--- src/rtl/dbtx_pkg.sv ---
package dbtx_pkg;
    localparam int unsigned DBTX_DATA_W = 8;   // character width
    localparam int unsigned DBTX_OVS    = 16;  // baud ticks per bit

    // Number of bit slots in a frame: start + data + optional parity + stop
    function automatic int unsigned frame_slots(input int unsigned dw, input logic par);
        return dw + 2 + (par ? 1 : 0);
    endfunction
endpackage

--- src/rtl/dbtx_strobe.sv ---
module dbtx_strobe (
    input  logic clk,
    input  logic rst_n,
    input  logic load_n,
    output logic capture,
    output logic rise
);
    typedef struct packed {
        logic prev;
    } strobe_t;

    strobe_t st_d, st_q;

    always_comb begin
        st_d      = st_q;
        st_d.prev = load_n;
        capture   = ~load_n;
        rise      = load_n & ~st_q.prev;
    end

    always_ff @(posedge clk or negedge rst_n) begin
        if (!rst_n) st_q <= '{prev: 1'b1};
        else        st_q <= st_d;
    end
endmodule

--- src/rtl/dbtx_hold.sv ---
module dbtx_hold #(
    parameter int unsigned DW = dbtx_pkg::DBTX_DATA_W
) (
    input  logic          clk,
    input  logic          rst_n,
    input  logic          capture,
    input  logic          rise,
    input  logic [DW-1:0] data_in,
    input  logic          ready,
    output logic          start,
    output logic [DW-1:0] hold_data,
    output logic          hold_empty,
    output logic          pending
);
    typedef struct packed {
        logic [DW-1:0] data;
        logic          empty;
        logic          pend;
    } hold_t;

    hold_t hd_d, hd_q;

    always_comb begin
        hd_d  = hd_q;
        start = 1'b0;
        if ((rise || hd_q.pend) && !hd_q.empty && ready) begin
            start      = 1'b1;
            hd_d.empty = 1'b1;
            hd_d.pend  = 1'b0;
        end else if (rise && !hd_q.empty) begin
            hd_d.pend  = 1'b1;
        end
        if (capture) begin
            hd_d.data  = data_in;
            hd_d.empty = 1'b0;
        end
    end

    always_ff @(posedge clk or negedge rst_n) begin
        if (!rst_n) hd_q <= '{data: '0, empty: 1'b1, pend: 1'b0};
        else        hd_q <= hd_d;
    end

    assign hold_data  = hd_q.data;
    assign hold_empty = hd_q.empty;
    assign pending    = hd_q.pend;

    AST_PEND_FULL: assert property (@(posedge clk) disable iff (!rst_n)
        pending |-> !hold_empty);
endmodule

--- src/rtl/dbtx_shift.sv ---
module dbtx_shift #(
    parameter int unsigned DW  = dbtx_pkg::DBTX_DATA_W,
    parameter int unsigned OVS = dbtx_pkg::DBTX_OVS
) (
    input  logic          clk,
    input  logic          rst_n,
    input  logic          baud_tick,
    input  logic          start,
    input  logic [DW-1:0] data,
    input  logic          par_en,
    output logic          ser_out,
    output logic          busy,
    output logic          ready,
    output logic          fin
);
    localparam int unsigned FW = DW + 3;
    localparam int unsigned BW = $clog2(FW + 1);
    localparam int unsigned TW = (OVS > 1) ? $clog2(OVS) : 1;
    localparam logic [TW-1:0] TCK_LAST = TW'(OVS - 1);

    typedef struct packed {
        logic          busy;
        logic [FW-1:0] sh;
        logic [BW-1:0] bidx;
        logic [BW-1:0] last;
        logic [TW-1:0] tck;
    } shift_t;

    shift_t sf_d, sf_q;
    logic   bit_end;

    always_comb begin
        sf_d    = sf_q;
        bit_end = sf_q.busy && baud_tick && (sf_q.tck == TCK_LAST);
        fin     = bit_end && (sf_q.bidx == sf_q.last);
        ready   = !sf_q.busy || fin;
        if (bit_end) begin
            sf_d.tck  = '0;
            sf_d.sh   = {1'b1, sf_q.sh[FW-1:1]};
            sf_d.bidx = sf_q.bidx + BW'(1);
            if (fin) sf_d.busy = 1'b0;
        end else if (sf_q.busy && baud_tick) begin
            sf_d.tck = sf_q.tck + TW'(1);
        end
        if (start) begin
            sf_d.busy = 1'b1;
            sf_d.tck  = '0;
            sf_d.bidx = '0;
            sf_d.last = BW'(dbtx_pkg::frame_slots(DW, par_en) - 1);
            sf_d.sh   = {1'b1, (par_en ? ^data : 1'b1), data, 1'b0};
        end
    end

    always_ff @(posedge clk or negedge rst_n) begin
        if (!rst_n) sf_q <= '{busy: 1'b0, sh: '1, bidx: '0, last: '0, tck: '0};
        else        sf_q <= sf_d;
    end

    assign ser_out = sf_q.sh[0];
    assign busy    = sf_q.busy;

    AST_TICK_HOLD: assert property (@(posedge clk) disable iff (!rst_n)
        (busy && !baud_tick) |=> $stable(ser_out));
    AST_IDLE_HIGH: assert property (@(posedge clk) disable iff (!rst_n)
        (fin && !start) |=> ser_out);
endmodule

--- src/rtl/dbl_buf_tx.sv ---
module dbl_buf_tx #(
    parameter int unsigned DATA_W = dbtx_pkg::DBTX_DATA_W,
    parameter int unsigned OVS    = dbtx_pkg::DBTX_OVS
) (
    input  logic              clk,
    input  logic              rst_n,
    input  logic              baud_tick,
    input  logic              load_n,
    input  logic [DATA_W-1:0] data_in,
    input  logic              parity_en,
    output logic              ser_out,
    output logic              hold_empty,
    output logic              xmit_empty,
    output logic              xfer_pending
);
    logic              capture, rise, start, ready, fin, busy;
    logic [DATA_W-1:0] hold_data;

    dbtx_strobe u_strobe (
        .clk     (clk),
        .rst_n   (rst_n),
        .load_n  (load_n),
        .capture (capture),
        .rise    (rise)
    );

    dbtx_hold #(.DW(DATA_W)) u_hold (
        .clk        (clk),
        .rst_n      (rst_n),
        .capture    (capture),
        .rise       (rise),
        .data_in    (data_in),
        .ready      (ready),
        .start      (start),
        .hold_data  (hold_data),
        .hold_empty (hold_empty),
        .pending    (xfer_pending)
    );

    dbtx_shift #(.DW(DATA_W), .OVS(OVS)) u_shift (
        .clk       (clk),
        .rst_n     (rst_n),
        .baud_tick (baud_tick),
        .start     (start),
        .data      (hold_data),
        .par_en    (parity_en),
        .ser_out   (ser_out),
        .busy      (busy),
        .ready     (ready),
        .fin       (fin)
    );

    assign xmit_empty = ~busy;

    AST_START_LOW: assert property (@(posedge clk) disable iff (!rst_n)
        $fell(xmit_empty) |-> !ser_out);
    AST_PEND_BUSY: assert property (@(posedge clk) disable iff (!rst_n)
        $rose(xfer_pending) |-> !xmit_empty);
    AST_PEND_CLEAR: assert property (@(posedge clk) disable iff (!rst_n)
        (xfer_pending && fin) |=> (!xfer_pending && !xmit_empty && !ser_out && hold_empty));
endmodule

--- config.mk ---
export PLATFORM = sky130hd
export DESIGN_NAME = dbl_buf_tx
export DESIGN_NICKNAME = d
export VERILOG_FILES = /design/src/rtl/dbtx_pkg.sv /design/src/rtl/dbtx_strobe.sv /design/src/rtl/dbtx_hold.sv /design/src/rtl/dbtx_shift.sv /design/src/rtl/dbl_buf_tx.sv
export SDC_FILE = /design/constraint.sdc
export NUM_CORES = 1
export LEC_CHECK = 0
export BUFFER_PORTS_ARGS = -buffer_cell sky130_fd_sc_hd__buf_2
export CAP_MARGIN = 25
export CORE_MARGIN = 1.5
export CORE_UTILIZATION = 30
export DETAILED_ROUTE_END_ITERATION = 8
export GPL_TIMING_DRIVEN = 0
export PLACE_DENSITY_LB_ADDON = 0.08
export SYNTH_ARGS = -nofsm -noshare
export SYNTH_HDL_FRONTEND = slang
export SYNTH_HIERARCHICAL = 1
export SYNTH_SLANG_ARGS = --single-unit
export TNS_END_PERCENT = 20
--- constraint.sdc ---
create_clock -name clk -period 2 [get_ports clk]
set_input_delay 0.3 -clock clk [delete_from_list [all_inputs] [get_ports clk]]
set_output_delay 0.3 -clock clk [all_outputs]
set_load 0.02 [all_outputs]
# --- Yosys cells after proc, flatten, opt, wreduce, memory -nomap -nowiden ---
# Index checks and enable logic that the tools add are counted.
word_totals:
  out_inout_bits: 4
  inputBits: 13
  ff_bits: 35
classes:
  bitwise_logic: 3
  n_eq_ne: 3
  mux: 12
  n_addsub: 4
  n_reduce_logical: 16
ops:
  columns: ["cell", "count"]
  rows:
  - ["2-to-1 mux 24 bit", 1]
  - ["2-to-1 mux 16 bit", 1]
  - ["adder 4 x 1 -> 4 bit, second input constant", 2]
  - ["2-to-1 mux 1 bit", 8]
  - ["2-to-1 mux 4 bit", 2]
  - ["parity 8 bit", 1]
  - ["logical AND 1 bit", 6]
  - ["nonzero test 2 bit", 3]
  - ["adder 4 bit, first input constant", 1]
  - ["equality test 4 bit", 1]
  - ["equality test 4 bit, second input constant", 1]
  - ["subtractor 4 x 1 -> 4 bit, second input constant", 1]
  - ["nonzero test 3 bit", 1]
  - ["logical NOT 1 bit", 2]
  - ["logical OR 1 bit", 2]
  - ["inequality test 2 x 1 -> 1 bit, second input constant", 1]
  - ["inverter 1 bit", 2]
  - ["AND reduction 2 bit", 1]
  - ["bitwise AND 1 bit", 1]

# --- Longest topological paths before layout ---
# Gate-level depths: netlist of the first run.
logic_depth:
  ltp_word: 8
  ltp_mapped: 8
  depth_no_buf: 7

# --- Modules after synthesis ---
# The synthesis of the first run kept the hierarchy.
by_module_without_submodules:
  columns: ["module", "cells_each", "seq_area_each_um2", "instances", "area_each_um2"]
  rows:
  - ["dbtx_shift", 115, 563.0, 1, 1122.3]
  - ["dbtx_hold", 25, 251.5, 1, 421.7]
  - ["dbtx_strobe", 3, 26.3, 1, 43.8]
  - ["dbl_buf_tx", 1, 0.0, 1, 3.8]

# --- Least setup slack after synthesis of the first run ---
# No wires, ideal clock.
synth_path:
  path_type: "flip-flop to flip-flop"
  from: "reg u_shift/sf_q[0] (netlist name)"
  to: "reg u_shift/sf_q[21] (netlist name)"
  setup_slack_ps: 40
  setup_time_ps: 77
  arrival_ps: 1883
  synth_period_minus_slack_ps: 1960
  path_stages_with_launch: 9
  n_path_buf: 1
  path_cell_list: "dfrtp_1 ha_1 and4_4 nand2_4 o31ai_1 o211a_1 clkbuf_1 nor3_1 a31oi_1"
synth_via:
  elab_chain_len: 7
  elab_cells_between_ends: 8
  cone_classes: "1 x eq/ne; 2 x mux; 5 x reduce/logical"
synth_lines:
  columns: ["element", "line_no", "rtl"]
  rows:
  - ["start, declared", "dbtx_shift.sv:29", "shift_t sf_d, sf_q;"]
  - ["start signal, assigned", "dbtx_shift.sv:55", "if (!rst_n) sf_q <= '{busy: 1'b0, sh: '1, bidx: '0, last: '0, tck: '0};"]
  - ["equality test 4 bit (*)", "dbtx_shift.sv:34", "bit_end = sf_q.busy && baud_tick && (sf_q.tck == TCK_LAST);"]
  - ["logical AND 1 bit (*)", "dbtx_shift.sv:34", null]
  - ["logical AND 1 bit (*)", "dbtx_shift.sv:35", "fin = bit_end && (sf_q.bidx == sf_q.last);"]
  - ["logical OR 1 bit (*)", "dbtx_shift.sv:36", "ready = !sf_q.busy || fin;"]
  - ["via ready", "dbl_buf_tx.sv:16", "logic capture, rise, start, ready, fin, busy;"]
  - ["logical AND 1 bit (*)", "dbtx_hold.sv:26", "if ((rise || hd_q.pend) && !hd_q.empty && ready) begin"]
  - ["2-to-1 mux 1 bit (*)", "dbtx_hold.sv:26", null]
  - ["via start", "dbl_buf_tx.sv:16", null]
  - ["2-to-1 mux 24 bit or nonzero test 2 bit (tied branches)", null, null]
# Mark *: on every way through the listed nets, which the timed path passes. The rest lies on a longest branch.
# A chain may end at the register's enable or synchronous reset.

# --- Worst setup path after layout of the first run ---
layout_path:
  from: "reg u_shift/sf_q[0] (netlist name)"
  to: "reg u_shift/sf_q[5] (netlist name)"
layout_via:
  elab_chain_len: 6
layout_lines:
  columns: ["element", "line_no"]
  rows:
  - ["equality test 4 bit", "dbtx_shift.sv:34"]
  - ["logical AND 1 bit", "dbtx_shift.sv:34"]
  - ["logical AND 1 bit", "dbtx_shift.sv:35"]
  - ["logical OR 1 bit", "dbtx_shift.sv:36"]
  - ["via ready", "dbl_buf_tx.sv:16"]
  - ["logical AND 1 bit", "dbtx_hold.sv:26"]
  - ["2-to-1 mux 1 bit", "dbtx_hold.sv:26"]
  - ["via start", "dbl_buf_tx.sv:16"]
# The timed path passes the listed nets, and every way through them passes these cells.

==> results of run 1 <==
power groups by stage:
stage / combinational (mW) / clock [mW] / sequential [mW]
after floorplan: 0.568 / 0 / 1.14
after global placement: 0.752 / 0 / 1.15
after detailed placement: 0.766 / 0 / 1.16
after CTS: 0.819 / 0.504 / 1.15
after global routing: 1.04 / 0.538 / 1.18
final: 0.909 / 0.484 / 1.14
sequential cells by signal, summed over array words and instances, names as in the netlist:
name / cells
u_hold/hold_empty: 1
u_hold/hold_data: 8
u_shift/sf_q: 20
u_shift/busy: 1
u_shift/ser_out: 1
u_strobe/st_q: 1
u_hold/pending: 1
how the worst max path moves through the flow:
stage                                     start                      endpoint  slack (ns)  cells after the start
global route        u_shift/sf_q[1]$_DFFE_PN0P_   u_shift/sf_q[5]$_DFFE_PN0P_       -0.04                      7
global placement    u_shift/sf_q[0]$_DFFE_PN0P_  u_shift/sf_q[13]$_DFFE_PN1P_       -0.45                      8
finish              u_shift/sf_q[0]$_DFFE_PN0P_   u_shift/sf_q[5]$_DFFE_PN0P_        0.03                      7
CTS                 u_shift/sf_q[0]$_DFFE_PN0P_  u_shift/sf_q[15]$_DFFE_PN1P_        0.01                      8
detailed placement  u_shift/sf_q[0]$_DFFE_PN0P_  u_shift/sf_q[13]$_DFFE_PN1P_       -0.48                      8
floorplan           u_shift/sf_q[0]$_DFFE_PN0P_  u_shift/sf_q[21]$_DFFE_PN1P_        0.04                      8
area by class of cell:
class | instances | area, µm²
Inverter | 4 | 15.0
Clock buffer | 6 | 72.6
Timing Repair Buffer | 25 | 151
Clock inverter | 2 | 10.0
Tap cell | 70 | 87.6
Buffer | 6 | 55.1
Sequential cell | 33 | 842
Fill cell | 550 | 3160
Multi-Input combinational cell | 100 | 716
metal layers:
metal,routed length (µm),up-vias,track usage (%)
li1,-,541,-
met1,1420,527,15.7
met2,1440,14,19.5
met3,115,6,3.97
met4,48,0,4.76
met5,0,-,0
repair_timing:
action	in CTS	in global routing
endpoints found under the hold margin	0	0
setup buffers	1	8
setup endpoints to repair	22	19
pin swaps	2	5
gates resized for setup	7	9
through the flow:
step	hold slack, ns	setup TNS, ns	total power [mW]
6_report	0.0713	0	2.54
3_5_place_dp	0.415	-8.77	1.92
2_1_floorplan	0.00441	0	1.71
3_3_place_gp	0.405	-7.96	1.90
4_1_cts	0.0996	0	2.47
5_1_grt	0.125	-0.200	2.76
==> flow_summary.ini, run 1 <==
[run_status]
status = finished, final reports clean

[critical_path]
reg2reg_to = u_shift/sf_q[5]$_DFFE_PN0P_
cp_cell_sequence = ha_2, and4_4, nand2_4, o31ai_4, o211a_1, buf_6, mux2_4
ff2ff_setup_slack_ns = 0.03
path_class = reg -> reg
cp.required_ns = 2.17
worst_path_max_delay_cell = dfrtp_1
timing.rr.start = u_shift/sf_q[0]$_DFFE_PN0P_
critPathCaptureType = register
reg2reg_depth = 7
crit_path_max_incr_delay_ns = 0.35
arrival_ns = 2.15
critPathBufInv = 1
cp_top_family = compound AO/OA/AOI/OAI gates
crit_fanout = 4
cp-start-kind = register

[placed_design]
dp_hpwl_mm = 2.10
dp_cells = 229
io_buffers = 16
place.gp.congestion = 0.710
dp_slack_ns = -0.485
placed_area_um2 = 1750

[routing]
vias = 1088
drt_iter0_markers = 19
vias_per_cell = 4.42
first_pass_iters = 4
drc = 0
ant_nets = 0
wl_per_cell_um = 12.3
wl_mm = 3.02

[worst_hold_path]
hold_class = in -> async

[cts]
ctsLongestPathBuffers = 2
clock_sinks = 33
ctsHtreeMaxLevel = 2
cts_root_buf = clkbuf_8
numCtsBuffers = 5
clk_pin_slew_ns = 0.07
post_cts_hold_buffer_count = 0
clkLatencyLatePin_ns = 0.28
cts_tree = yes

[logic_synthesis]
yosys_warnings = 6
netlist_instances = 143
avgSynthCellArea_um2 = 11.1
syn-num-nets = 158
syn_area_um2 = 1590

[die]
io_pins = 17
row_count = 26
start_util_pct = 31.1
dieArea_um2 = 5730
coreArea_um2 = 5110
die_w_um = 75.7
die_y_um = 75.7

[sta]
period_needed_ns = 1.97
timing.fmax_ghz = 0.507
skew_ns = 0.00894
tightestPinTransition_ns = 0.725
hold_viol_final = 0
setup_ws_ns = 0.0285
final_max_slew_viol_count = 0
rsz0062_at_grt = yes
maxSlewHeadroom_pct = 51.7
timing.final.crit_share_pct = 98.6
setup_viol = 0

[finish]
final_cell_area_um2 = 1950
antenna_cells = 0
final_cell_mix = 23 x a21oi_1, 20 x dfrtp_1, 18 x buf_2, 15 x nand2_1, 12 x dfstp_2
fin_nets = 190
fin_cells = 246
area_delta_synth_final_pct = 22.9
finish.utilization_pct = 38.2
final_common_cell = a21oi_1
drive_gt1_share_pct = 39.2

[pwr]
switching_power_mw = 0.858
internal_power_mw = 1.68
pwr-share-clk_pct = 19.1
p_seq_share_pct = 45.1
ir_worst_vdd_mv = 0.341
power_leakage_nw = 0.893
powerDensity_nw_per_um2 = 1300
combPwrFrac_pct = 35.9
netSwitchingFraction_pct = 33.8

[global_route]
track_usage_pct = 12.3
grt_pass1_wl_mm = 5.23
grt_overflow = 0
grt_max_degree = 34
grt_antenna_before_repair = 0
grt_pass1_vias = 1087

[flow_run]
drv_cap = 0
No activity file was read; power rests on OpenSTA's default activity.
==> run 2: changes to the inputs <==
--- a/config.mk
+++ b/config.mk
@@ -11,7 +11,7 @@
 export CORE_UTILIZATION = 30
 export DETAILED_ROUTE_END_ITERATION = 8
 export GPL_TIMING_DRIVEN = 0
-export PLACE_DENSITY_LB_ADDON = 0.08
+export PLACE_DENSITY_LB_ADDON = 0.25
 export SYNTH_ARGS = -nofsm -noshare
 export SYNTH_HDL_FRONTEND = slang
 export SYNTH_HIERARCHICAL = 1
==> run 2 against run 1 <==
Compared with the run above:
- critical path depth down 1
- worst setup slack better by 0.044 ns
- fmax up 2.3%
- global-route usage down 0.67 points
- die area unchanged
- critical path type unchanged
- critical endpoint unchanged
==> flow_summary.ini, run 2 (synthesis results as in run 1) <==
[run_status]
status = finished, final reports clean

[cts]
clk_pin_slew_ns = 0.06
numCtsBuffers = 5
ctsLongestPathBuffers = 2
clock_sinks = 33
cts_tree = yes
ctsHtreeMaxLevel = 2
cts_root_buf = clkbuf_8
clkLatencyLatePin_ns = 0.27

[critical_path]
path_class = reg -> reg
crit_path_max_incr_delay_ns = 0.39
crit_fanout = 6
worst_path_max_delay_cell = dfrtp_1
cp.required_ns = 2.16
timing.rr.start = u_shift/sf_q[0]$_DFFE_PN0P_
cp_cell_sequence = ha_2, and4_4, nand2_4, o31ai_4, o211a_4, mux2_4
reg2reg_to = u_shift/sf_q[5]$_DFFE_PN0P_
arrival_ns = 2.09
ff2ff_setup_slack_ns = 0.07
cp-start-kind = register
reg2reg_depth = 6
critPathCaptureType = register

[global_route]
track_usage_pct = 11.7
grt_max_degree = 34
grt_antenna_before_repair = 0
grt_overflow = 0
grt_pass1_wl_mm = 4.92
grt_pass1_vias = 1120

[die]
coreArea_um2 = 5110
start_util_pct = 31.1
die_y_um = 75.7
dieArea_um2 = 5730
die_w_um = 75.7
row_count = 26
io_pins = 17

[placed_design]
dp_slack_ns = -0.410
place.gp.congestion = 0.782
placed_area_um2 = 1750
dp_cells = 229
dp_hpwl_mm = 2.07
io_buffers = 16

[finish]
final_cell_area_um2 = 1920
fillCellCount = 518
finish.utilization_pct = 37.5
antenna_cells = 0
fin_nets = 186
final_cell_mix = 23 x a21oi_1, 21 x dfrtp_1, 17 x buf_2, 15 x nand2_1, 12 x dfstp_2
drive_gt1_share_pct = 37.1
area_delta_synth_final_pct = 20.7
largest_register_ffs = 20
largest-register = u_shift/sf_q
fin_cells = 240
final_common_cell = a21oi_1

[sta]
rsz0062_at_grt = yes
tightestPinTransition_ns = 0.736
hold_viol_final = 0
setup_viol = 0
whs_ns = 0.0864
setup_ws_ns = 0.0729
tns_ns = 0
timing.fmax_ghz = 0.519
period_needed_ns = 1.93
timing.final.crit_share_pct = 96.4
skew_ns = 0.00241
final_max_slew_viol_count = 0
maxSlewHeadroom_pct = 51.0

[routing]
vias_per_cell = 4.50
drc = 0
ant_nets = 0
wl_mm = 2.93
wl_per_cell_um = 12.2
first_pass_iters = 4
vias = 1079
drt_iter0_markers = 34

[pwr]
powerDensity_nw_per_um2 = 1290
power_mw = 2.47
ir_worst_vdd_mv = 0.426
power_leakage_nw = 0.861

[worst_hold_path]
hold_class = in -> async

[flow_run]
drv_cap = 0
[run 2: how the worst max path moves through the flow]
| stage | slack [ns] | endpoint | cells past startpoint | startpoint |
|---|---|---|---|---|
| floorplan | 0.04 | u_shift/sf_q[21]$_DFFE_PN1P_ | 8 | u_shift/sf_q[0]$_DFFE_PN0P_ |
| global placement | -0.37 | u_shift/sf_q[13]$_DFFE_PN1P_ | 8 | u_shift/sf_q[0]$_DFFE_PN0P_ |
| detailed placement | -0.41 | u_shift/sf_q[21]$_DFFE_PN1P_ | 8 | u_shift/sf_q[0]$_DFFE_PN0P_ |
| CTS | 0.007 | u_shift/sf_q[13]$_DFFE_PN1P_ | 8 | u_shift/sf_q[0]$_DFFE_PN0P_ |
| global route | -0.02 | u_shift/sf_q[14]$_DFFE_PN1P_ | 8 | u_shift/sf_q[0]$_DFFE_PN0P_ |
| finish | 0.07 | u_shift/sf_q[5]$_DFFE_PN0P_ | 6 | u_shift/sf_q[0]$_DFFE_PN0P_ |
[run 2: what timing repair did]
action | CTS | global route
pin swaps | 2 | 4
setup endpoints to repair | 22 | 20
buffers inserted | 0 | 3
gates cloned | 0 | 2
hold buffers | 0 | 0
endpoints found under the hold margin | 0 | 0
gates resized for setup | 6 | 11
[run 2: final cells by class]
type / instances / area (µm²) / area share (%)
multi-input combinational: 100 / 723 / 37.8
tap: 70 / 87.6 / 4.57
inverter: 4 / 15.0 / 0.784
clock inverter: 1 / 5.00 / 0.261
sequential: 33 / 841 / 43.9
timing repair buffer: 21 / 118 / 6.14
clock buffer: 5 / 68.8 / 3.59
buffer: 6 / 57.6 / 3.00
[run 2: per-layer routing]
layer | track usage, % | part of all wire [%]
met3 | 4.10 | 4.4
met5 | 0 | 0
met4 | 5.56 | 1.9
met2 | 18.8 | 48
met1 | 13.9 | 46
[run 2: report_power, final]
group / switching [mW] / total, mW / internal [mW]
Combinational: 0.432 / 0.881 / 0.448
Clock: 0.211 / 0.439 / 0.228
Sequential: 0.187 / 1.15 / 0.965
[run 2: critical path, delay by kind of cell (launching register included)]
kind	cells	cell delay (ns)
simple gates	2	0.32
compound gates	2	0.60
mux	1	0.31
flops	1	0.39
fa+ha+maj	1	0.20
